--- config.mk ---
export PLATFORM = sky130hd
export DESIGN_NAME = panel_indicator_unit
export DESIGN_NICKNAME = d
export VERILOG_FILES = /design/src/rtl/panel_pkg.sv /design/src/rtl/panel_op_decode.sv /design/src/rtl/panel_lamp_bank.sv /design/src/rtl/panel_check_trigger.sv /design/src/rtl/panel_indicator_unit.sv
export SDC_FILE = /design/constraint.sdc
export NUM_CORES = 1
export LEC_CHECK = 0
export BUFFER_PORTS_ARGS = -buffer_cell sky130_fd_sc_hd__buf_4
export CORE_MARGIN = 4
export CORE_UTILIZATION = 25
export CTS_BUF_LIST = sky130_fd_sc_hd__clkbuf_4 sky130_fd_sc_hd__clkbuf_8
export CTS_CLUSTER_DIAMETER = 100
export CTS_CLUSTER_SIZE = 25
export DETAILED_ROUTE_END_ITERATION = 16
export PLACE_DENSITY = 0.49
export SLEW_MARGIN = 10
export SYNTH_ARGS = -nofsm -noshare
export SYNTH_HDL_FRONTEND = slang
export SYNTH_SLANG_ARGS = --single-unit
--- constraint.sdc ---
create_clock -name clk -period 2.93 [get_ports clk]
set_input_delay 0.293 -clock clk [delete_from_list [all_inputs] [get_ports clk]]
set_output_delay 0.293 -clock clk [all_outputs]
set_load 0.01 [all_outputs]
--- src/rtl/panel_pkg.sv ---
package panel_pkg;

  typedef enum logic [1:0] {
    OPC_NONE       = 2'b00,
    OPC_LAMP_WRITE = 2'b01,
    OPC_LAMP_TEST  = 2'b10,
    OPC_CHECK_TEST = 2'b11
  } op_class_e;

  // Address of lamp slot i relative to the base of the lamp window.
  function automatic int unsigned lamp_slot_addr(input int unsigned base, input int unsigned slot);
    return base + 1 + slot;
  endfunction

  // Next value of one lamp given its controls; clear-all has priority.
  function automatic logic lamp_next(input logic cur, input logic clr_all,
                                     input logic set, input logic tst);
    if (clr_all)   return 1'b0;
    else if (set)  return 1'b1;
    else if (tst)  return 1'b0;
    else           return cur;
  endfunction

  // Next value of the check trigger; an external set wins over a test.
  function automatic logic check_next(input logic cur, input logic set_pulse, input logic tst);
    if (set_pulse) return 1'b1;
    else if (tst)  return 1'b0;
    else           return cur;
  endfunction

endpackage

--- src/rtl/panel_op_decode.sv ---
module panel_op_decode
  import panel_pkg::*;
#(
  parameter int ADDR_W     = 15,
  parameter int NUM_LAMPS  = 4,
  parameter int LAMP_BASE  = 'o140,
  parameter int CHECK_ADDR = 'o5
) (
  input  logic                 op_valid,
  input  logic [1:0]           op_class,
  input  logic [ADDR_W-1:0]    op_addr,
  output logic [NUM_LAMPS-1:0] lamp_set,
  output logic                 lamp_clear_all,
  output logic [NUM_LAMPS-1:0] lamp_test,
  output logic                 check_test
);

  localparam logic [ADDR_W-1:0] BASE_A  = ADDR_W'(LAMP_BASE);
  localparam logic [ADDR_W-1:0] CHECK_A = ADDR_W'(CHECK_ADDR);

  op_class_e             cls;
  logic                  is_write;
  logic                  is_ltest;
  logic                  is_ctest;
  logic                  base_hit;
  logic [NUM_LAMPS-1:0]  slot_hit;

  assign cls      = op_class_e'(op_class);
  assign is_write = op_valid && (cls == OPC_LAMP_WRITE);
  assign is_ltest = op_valid && (cls == OPC_LAMP_TEST);
  assign is_ctest = op_valid && (cls == OPC_CHECK_TEST);
  assign base_hit = (op_addr == BASE_A);

  for (genvar i = 0; i < NUM_LAMPS; i++) begin : g_slot
    localparam logic [ADDR_W-1:0] SLOT_A = ADDR_W'(lamp_slot_addr(LAMP_BASE, i));
    assign slot_hit[i] = (op_addr == SLOT_A);
  end

  assign lamp_set       = is_write ? slot_hit : '0;
  assign lamp_clear_all = is_write && base_hit;
  assign lamp_test      = is_ltest ? slot_hit : '0;
  assign check_test     = is_ctest && (op_addr == CHECK_A);

endmodule

--- src/rtl/panel_lamp_bank.sv ---
module panel_lamp_bank
  import panel_pkg::*;
#(
  parameter int NUM_LAMPS = 4
) (
  input  logic                 clk,
  input  logic                 rst_n,
  input  logic [NUM_LAMPS-1:0] lamp_set,
  input  logic                 lamp_clear_all,
  input  logic [NUM_LAMPS-1:0] lamp_test,
  output logic [NUM_LAMPS-1:0] lamp_q,
  output logic [NUM_LAMPS-1:0] lamp_hit
);

  for (genvar i = 0; i < NUM_LAMPS; i++) begin : g_lamp
    always_ff @(posedge clk) begin
      if (!rst_n) lamp_q[i] <= 1'b0;
      else        lamp_q[i] <= lamp_next(lamp_q[i], lamp_clear_all, lamp_set[i], lamp_test[i]);
    end
    assign lamp_hit[i] = lamp_test[i] & lamp_q[i];
  end

endmodule

--- src/rtl/panel_check_trigger.sv ---
module panel_check_trigger
  import panel_pkg::*;
(
  input  logic clk,
  input  logic rst_n,
  input  logic check_set,
  input  logic check_test,
  output logic check_q,
  output logic check_skip
);

  always_ff @(posedge clk) begin
    if (!rst_n) check_q <= 1'b0;
    else        check_q <= check_next(check_q, check_set, check_test);
  end

  // Inverted sense: a clear trigger asks for the skip.
  assign check_skip = check_test & ~check_q;

endmodule

--- src/rtl/panel_indicator_unit.sv ---
module panel_indicator_unit #(
  parameter int ADDR_W     = 15,
  parameter int NUM_LAMPS  = 4,
  parameter int LAMP_BASE  = 'o140,
  parameter int CHECK_ADDR = 'o5
) (
  input  logic                 clk,
  input  logic                 rst_n,
  input  logic                 op_valid,
  input  logic [1:0]           op_class,
  input  logic [ADDR_W-1:0]    op_addr,
  input  logic                 check_set,
  output logic                 skip_next,
  output logic [NUM_LAMPS-1:0] lamps
);

  logic [NUM_LAMPS-1:0] lamp_set;
  logic                 lamp_clear_all;
  logic [NUM_LAMPS-1:0] lamp_test;
  logic                 check_test;
  logic [NUM_LAMPS-1:0] lamp_hit;
  logic                 check_q;
  logic                 check_skip;

  panel_op_decode #(
    .ADDR_W(ADDR_W), .NUM_LAMPS(NUM_LAMPS),
    .LAMP_BASE(LAMP_BASE), .CHECK_ADDR(CHECK_ADDR)
  ) u_decode (
    .op_valid       (op_valid),
    .op_class       (op_class),
    .op_addr        (op_addr),
    .lamp_set       (lamp_set),
    .lamp_clear_all (lamp_clear_all),
    .lamp_test      (lamp_test),
    .check_test     (check_test)
  );

  panel_lamp_bank #(.NUM_LAMPS(NUM_LAMPS)) u_lamps (
    .clk            (clk),
    .rst_n          (rst_n),
    .lamp_set       (lamp_set),
    .lamp_clear_all (lamp_clear_all),
    .lamp_test      (lamp_test),
    .lamp_q         (lamps),
    .lamp_hit       (lamp_hit)
  );

  panel_check_trigger u_check (
    .clk        (clk),
    .rst_n      (rst_n),
    .check_set  (check_set),
    .check_test (check_test),
    .check_q    (check_q),
    .check_skip (check_skip)
  );

  assign skip_next = (|lamp_hit) | check_skip;

endmodule

* Yosys cells after proc, flatten, opt, wreduce, memory -nomap -nowiden
Cells that the tools add are included.
Storage, ports and cells: register bits after elaboration 5, input port bits 21, word-level logic and storage cells 46
Cells by class: equal/unequal tests 9, mux-type cells 12, bitwise logic cells 8, reduce and logical (&&, ||, !) cells 12
Operators by type and width (number):
- $eq A15 B7 Y1 const B | 5
- $eq A15 B3 Y1 const B | 1
- $mux W1 | 10
- $reduce_bool A2 Y1 | 5
- $mux W4 | 2
- $and A1 B1 Y1 | 5
- $logic_and A1 B1 Y1 | 5
- $eq A2 B2 Y1 const B | 2
- $reduce_or A4 Y1 | 1
- $eq A2 B1 Y1 const B | 1
- $not A1 Y1 | 2
- $reduce_or A2 Y1 | 1
- $or A1 B1 Y1 | 1

* Logic depth before layout (Yosys ltp)
Gate-level depths: netlist of run 1.
depth in word-level cells 6, mapped depth 4, depth with buffers taken out 4

* By module
A second synthesis of run 1 with hierarchy kept.
Unflattened totals: cells, all modules 56, area, all modules 445.4 um^2
Modules (own cells, without submodules):
- panel_op_decode | instances 1, cells an instance 28, area an instance 206.4 um^2, sequential area each 0.0 um^2
- panel_lamp_bank | instances 1, cells an instance 21, area an instance 183.9 um^2, sequential area each 80.1 um^2
- panel_check_trigger | instances 1, cells an instance 4, area an instance 42.5 um^2, sequential area each 20.0 um^2
- panel_indicator_unit | instances 1, cells an instance 3, area an instance 12.5 um^2, sequential area each 0.0 um^2

* Worst setup path before layout of run 1
Ideal clock, no wire load.
path type input -> output, start in op_addr[1], end out skip_next, arrival 1480 ps, data required time 2637 ps, setup slack 1157 ps, stages on the path 4, path buffers 0, path through nand2b_1 or4b_1 or4_1 o41ai_1
Between the ends: word-level cells in the longest chain between the ends 5
Ends and longest elaborated chain:
- start, declared | line panel_indicator_unit.sv:11 | input logic [ADDR_W-1:0] op_addr,
- $eq A15 B7 Y1 | line panel_op_decode.sv:36 | assign slot_hit[i] = (op_addr == SLOT_A);
- $mux W4 | line panel_op_decode.sv:41 | assign lamp_test = is_ltest ? slot_hit : '0;
- $and A1 B1 Y1 | line panel_lamp_bank.sv:20 | assign lamp_hit[i] = lamp_test[i] & lamp_q[i];
- $reduce_or A4 Y1 | line panel_indicator_unit.sv:57 | assign skip_next = (|lamp_hit) | check_skip;
- $or A1 B1 Y1 * | line panel_indicator_unit.sv:57
- end, declared | line panel_indicator_unit.sv:13 | output logic skip_next,
Mark *: on every way between the ends. The rest lies on a longest branch, timed or not.

* Worst setup path after layout of run 1
Ends and elaborated chain as after synthesis.

==> results.cfg, run 1 <==
[drt]
drt_iter0_markers = 11
wire_per_inst_um = 13.6
dr_total_vias = 514
firstDrtPassIters = 4
viasPerCell = 5.47
routed_wl_um = 1280
antenna_left = 0
drc = 0

[setup_path]
cp_top_family = simple AND/OR/NAND/NOR gates
crit_path_frequent_cell = buf_4
critPathCaptureType = primary output
crit_fanout = 6
crit_path_start_kind = primary input
path_buf_inv = 2
crit_arrival_ns = 1.82
crit_type = in2out
crit_required_ns = 2.64
slowest_delay_ns = 0.53
cp_cell_sequence = buf_4, nand2b_1, or4b_1, or4_1, o41ai_1, buf_4
critical_path.slowest_cell = or4b_1

[synth]
synth_edf_count = 0
synth_top_area_frac = 0.229
ys_top_cells_by_area = dfxtp_1 (23%), o41ai_4 (6.3%), nand3b_1 (5.1%), o21ai_0 (4.6%), a31oi_1 (4.3%)
syn_area_um2 = 438
synth-seq-cells = 5
syn_avg_cell_area_um2 = 8.94
async_flop_share = 0
synthDistinctLibCells = 30
syn-num-nets = 70
synth_ff_type = dfxtp_1
synth_area_leader_cell = dfxtp_1
yosysSeqAreaShare = 0.229
syn_inst = 49
yosys-top-cells-count = dfxtp_1 (5), inv_1 (5), o21ai_0 (4)
yosys_warnings = 0

[floorplan]
rows = 14
coreArea_mm2 = 0.00158
io_pins = 26
die_h_um = 49.9
dieArea_mm2 = 0.00249
die-width_um = 49.9
initial_core_util = 0.278

[global_route]
grt_max_degree = 9
grt_pass1_vias = 493
track_usage = 0.121
grt_pass1_wl_um = 2220
antenna_found_initial = 0
overflow = 0

[sta]
relSlewSlack = 0.732
period_minus_slack_ns = 2.12
hold_viol_final = 0
final_max_slew_viol_count = 0
finalClockSkew_ns = 0
tightest_slew_ns = 0.401
setup_viol = 0
max_clock_freq_ghz = 0.472
tns_ns = 0
fin_crit_sh = 0.723
worst_slack_ns = 0.813
rsz0062_at_grt = no

[power]
p_leak_nw = 0.279
ir_drop_v = 0.000163
p_int_mw = 0.155
pwr-share-clk = 0.452
switchingPower_mw = 0.0509
powerDensity_mw_per_mm2 = 305
pwr-share-seq = 0.338
power_switching_share = 0.247
comb_power_share = 0.210

[final_layout]
antenna_cells = 0
fill_cells = 170
layout-drive-gt1-share = 0.449
nets = 100
synthToLayoutAreaGrowth_pct = 54.3

[clock_tree]
cts_made_buffers = 3
cts_resized = 0
cts_tree = built
h-tree-depth = 1
worstSkewPairLatency_ns = 0.25
clk_pin_slew_worst_paths_ns = 0.04
clock_path_buffers = 2
cts_hold_buf = 0
cts.sinks = 5
cts-root-buf = clkbuf_4
cts_setup_buffers = 0

[flow_run]
drv_cap = 0

[placed_design]
dp_slack_ns = 0.812
finalWeightedCongestion = 0.799
portBuffers = 25

[outcome]
status = finished, final reports clean

[hold_path]
hp-class = in2reg
sequential cells by signal, indices dropped and copies added (netlist names):
signal	count
u_check.check_q	1
u_lamps.lamp_q	4
placed cells by master, fill, tap and decap left out, types with 2 or more instances in the layout:
| master | count |
|---|---|
| a31oi_1 | 3 |
| and4_1 | 2 |
| buf_4 | 25 |
| clkbuf_4 | 4 |
| dfxtp_1 | 5 |
| inv_1 | 5 |
| nand3b_1 | 3 |
| nor3_1 | 2 |
| o21ai_0 | 4 |
| o41ai_1 | 2 |
| or4_1 | 2 |
area by class of cell:
type / count / area [µm²] / area share
repair buffers: 25 / 188 / 0.278
clock buffers: 4 / 30.0 / 0.0444
well taps: 16 / 20.0 / 0.0296
flip-flops and latches: 5 / 100 / 0.148
inverters: 5 / 18.8 / 0.0278
multi-input cells: 39 / 319 / 0.472
worst paths after layout:
| kind | start | to | slack (ns) | cells after the start |
|---|---|---|---|---|
| min reg2reg | u_lamps.lamp_q[1]$_SDFFE_PP0P_ | u_lamps.lamp_q[1]$_SDFFE_PP0P_ | 0.50 | 2 |
| min | check_set | u_check.check_q$_SDFFE_PN0P_ | 0.25 | 2 |
| max reg2reg | u_lamps.lamp_q[0]$_SDFFE_PP0P_ | u_lamps.lamp_q[0]$_SDFFE_PP0P_ | 2.06 | 2 |
| max | op_addr[1] | skip_next | 0.81 | 6 |
cell families after synthesis:
family	share of synthesized area
buf+inv	0.0429
compound gates	0.340
mux	0.0229
flops	0.229
simple gates	0.366
power groups by stage:
stage                     sequential (mW)  clock (mW)  combinational (mW)
after floorplan                    0.0708           0              0.0135
after global placement             0.0709           0              0.0437
after detailed placement           0.0708           0              0.0435
after CTS                          0.0695      0.0978              0.0436
after global routing               0.0697       0.102              0.0485
final                              0.0696      0.0932              0.0433
routing by layer:
layer / part of all wire / GRT usage
met1: 0.41 / 0.139
met2: 0.50 / 0.187
met3: 0.068 / 0.0663
met4: 0.020 / 0.0415
met5: 0 / 0
metrics by stage:
stage               utilization  hold WS (ns)  std cells  instance area (µm²)  power, mW
global route              0.429         0.259         94                  676      0.220
global placement          0.410         0.490         90                  646      0.115
CTS                       0.429         0.244         94                  676      0.211
detailed placement        0.410         0.498         90                  646      0.114
finish                    0.429         0.249         94                  676      0.206
floorplan                     -         0.379         49                  438     0.0843
Power figures use the tool's default switching activity.
==> inputs of run 2 (changes only) <==
--- a/config.mk
+++ b/config.mk
@@ -5,6 +5,7 @@
 export SDC_FILE = /design/constraint.sdc
 export NUM_CORES = 1
 export LEC_CHECK = 0
+export ABC_AREA = 1
 export BUFFER_PORTS_ARGS = -buffer_cell sky130_fd_sc_hd__buf_4
 export CORE_MARGIN = 4
 export CORE_UTILIZATION = 25
@@ -12,7 +13,7 @@
 export CTS_CLUSTER_DIAMETER = 100
 export CTS_CLUSTER_SIZE = 25
 export DETAILED_ROUTE_END_ITERATION = 16
-export PLACE_DENSITY = 0.49
+export PLACE_DENSITY = 0.51
 export SLEW_MARGIN = 10
 export SYNTH_ARGS = -nofsm -noshare
 export SYNTH_HDL_FRONTEND = slang
==> constraint.sdc (replaced) <==
create_clock -name clk -period 1.84 [get_ports clk]
set_input_delay 0.184 -clock clk [delete_from_list [all_inputs] [get_ports clk]]
set_output_delay 0.184 -clock clk [all_outputs]
set_load 0.01 [all_outputs]
==> run 2 against run 1 <==
Compared with the run above: setup slack got worse by 0.30 ns; non-clock buffer count unchanged; register-to-register slack got worse by 0.87 ns; synthesized area increased by 2.0%; final area increased by 1.3%; critical path depth increased by 3; die area increased by 1.7%; sequential power increased by 59%; flip-flop and latch count unchanged; clock power increased by 49%; total power increased by 54%; clock skew unchanged; critical endpoint unchanged.
==> results.cfg, run 2 <==
[drt]
firstDrtPassIters = 4
wire_per_inst_um = 9.30
drc = 0
dr_total_vias = 545
viasPerCell = 4.33
drt_iter0_markers = 5
routed_wl_um = 1170
antenna_left = 0

[sta]
tightest_slew_ns = 0.322
hold_viol_final = 0
period_minus_slack_ns = 1.33
finalClockSkew_ns = 0
fin_crit_sh = 0.724
relSlewSlack = 0.785
rsz0062_at_grt = no
max_clock_freq_ghz = 0.751
setup_viol = 0
worst_slack_ns = 0.508
final_max_slew_viol_count = 0
tns_ns = 0

[synth]
synth-simple-area-share = 0.627
syn-num-nets = 94
synth_top_area_frac = 0.224
yosysSeqAreaShare = 0.224
async_flop_share = 0
syn_avg_cell_area_um2 = 6.12
synth_compound_area_frac = 0.0560
yosys-top-cells-count = nand2_1 (13), nand3_1 (13), nor2_1 (11)
synth_ff_type = dfxtp_1
synth-seq-cells = 5
synth_xor_xnor_area_share = 0
synth_top_family_by_area = simple AND/OR/NAND/NOR gates
synthDistinctLibCells = 17
synth_area_leader_cell = dfxtp_1
yosys_warnings = 0
ys_top_cells_by_area = dfxtp_1 (22%), nand3_1 (15%), nand2_1 (11%), nor2_1 (9.2%), nand4_1 (7.0%)
synth.area.mux_share = 0
synth_edf_count = 0
syn_area_um2 = 447
syn_inst = 73
synthAdderAreaFrac = 0

[final_layout]
largest_reg_flops = 4
fin_cells = 126
final_area_um2 = 684
nets = 123
largest_register = u_lamps.lamp_q
layout_commonest_cell = buf_4
antenna_cells = 0
fill_cells = 196
final_cell_mix = buf_4 (25), nand2_1 (13), nand3_1 (13), nor2_1 (11), inv_1 (6)
synthToLayoutAreaGrowth_pct = 53.2
biggestRegsByFlops = u_lamps.lamp_q: 4 flops, u_check.check_q: 1 flops
layout-drive-gt1-share = 0.396

[global_route]
track_usage = 0.0981
overflow = 0
antenna_found_initial = 0
grt_pass1_wl_um = 1920
grt_pass1_vias = 465
grt_max_degree = 13

[setup_path]
cp_cell_sequence = buf_4, nor2_2, nand3_1, nor2_1, nand4_1, nand2_1, nor2_1, nand2_1, buf_4
critPathCaptureType = primary output
crit_arrival_ns = 1.15
cp-endpoint = skip_next
crit_fanout = 4
crit_required_ns = 1.66
crit_type = in2out
slowest_delay_ns = 0.21
critical_path.slowest_cell = nor2_1
startpoint = op_addr[3]
worstReg2RegStart = u_lamps.lamp_q[1]$_SDFFE_PP0P_
reg2regPathDepth = 2
r2r_setup_slack_ns = 1.19
r2r-end = u_lamps.lamp_q[1]$_SDFFE_PP0P_
crit_path_start_kind = primary input

[floorplan]
die_h_um = 50.3
initial_core_util = 0.262
io_pins = 26
rows = 15
coreArea_mm2 = 0.00171
die-width_um = 50.3
dieArea_mm2 = 0.00253

[placed_design]
portBuffers = 25
finalWeightedCongestion = 0.729
placed_area_um2 = 654
placed_cells = 122
dp_slack_ns = 0.488

[clock_tree]
cts_tree = built
worstSkewPairLatency_ns = 0.24
h-tree-depth = 1
cts.sinks = 5
cts_resized = 0
cts_made_buffers = 3
clock_path_buffers = 2
clk_pin_slew_worst_paths_ns = 0.04
cts_hold_buf = 0
cts-root-buf = clkbuf_4
cts_setup_buffers = 0

[power]
powerDensity_mw_per_mm2 = 463
total_power_mw = 0.317
p_leak_nw = 0.309
ir_drop_v = 0.000404

[outcome]
status = finished, final reports clean

[hold_path]
min_from = check_set
hp-class = in2reg

[flow_run]
drv_cap = 0
run 2: cell types whose count changed in the layout (fill, tap and decap cells not counted), moves of 3 or more:
cell     delta
nor2_2      +4
nand4_1     +4
nor2_1     +10
nand3_1    +12
a31oi_1     -3
o21ai_0     -4
a21oi_1     +5
nand2_1    +12
run 2: routing by layer:
layer / vias to the layer above / global-route usage / share of wire
met1: 224 / 0.126 / 0.46
met4: 0 / 0.0138 / 0
met3: 0 / 0.0445 / 0.091
met5: - / 0 / 0
li1: 297 / - / -
met2: 24 / 0.152 / 0.44
run 2: cells by family after synthesis:
family,count (synthesis)
flops,5
compound gates,5
simple gates,54
buf+inv,9
run 2: through the flow:
step           hold WS, ns  utilization
4_1_cts              0.154        0.401
3_5_place_dp         0.406        0.383
2_1_floorplan        0.296            -
6_report             0.160        0.401
3_3_place_gp         0.393        0.383
5_1_grt              0.165        0.401
run 2: worst min path at each step:
stage                                    to  slack (ns)  cells after the start
3_5_place_dp   u_check.check_q$_SDFFE_PN0P_        0.41                      3
5_1_grt        u_check.check_q$_SDFFE_PN0P_        0.17                      3
6_report       u_check.check_q$_SDFFE_PN0P_        0.16                      3
4_1_cts        u_check.check_q$_SDFFE_PN0P_        0.15                      3
3_3_place_gp   u_check.check_q$_SDFFE_PN0P_        0.39                      3
2_1_floorplan  u_check.check_q$_SDFFE_PN0P_        0.30                      2
run 2: report_power, final:
group	internal (mW)	switching (mW)	leakage, nW
Sequential	0.110	0.000689	0.0406
Combinational	0.0362	0.0299	0.250
Clock	0.0966	0.0429	0.0184
Total	0.243	0.0735	0.309
run 2: area by class of cell:
class                   count  area (µm²)  area share
multi-input cells          59         305       0.446
repair buffers             25         188       0.274
flip-flops and latches      5         100       0.146
well taps                  25        31.3      0.0457
clock buffers               4        30.0      0.0439
inverters                   8        30.0      0.0439
run 2: critical path, delay by kind of cell:
| kind | cells | cell delay (ns) |
|---|---|---|
| buf+inv | 2 | 0.22 |
| simple gates | 7 | 0.73 |
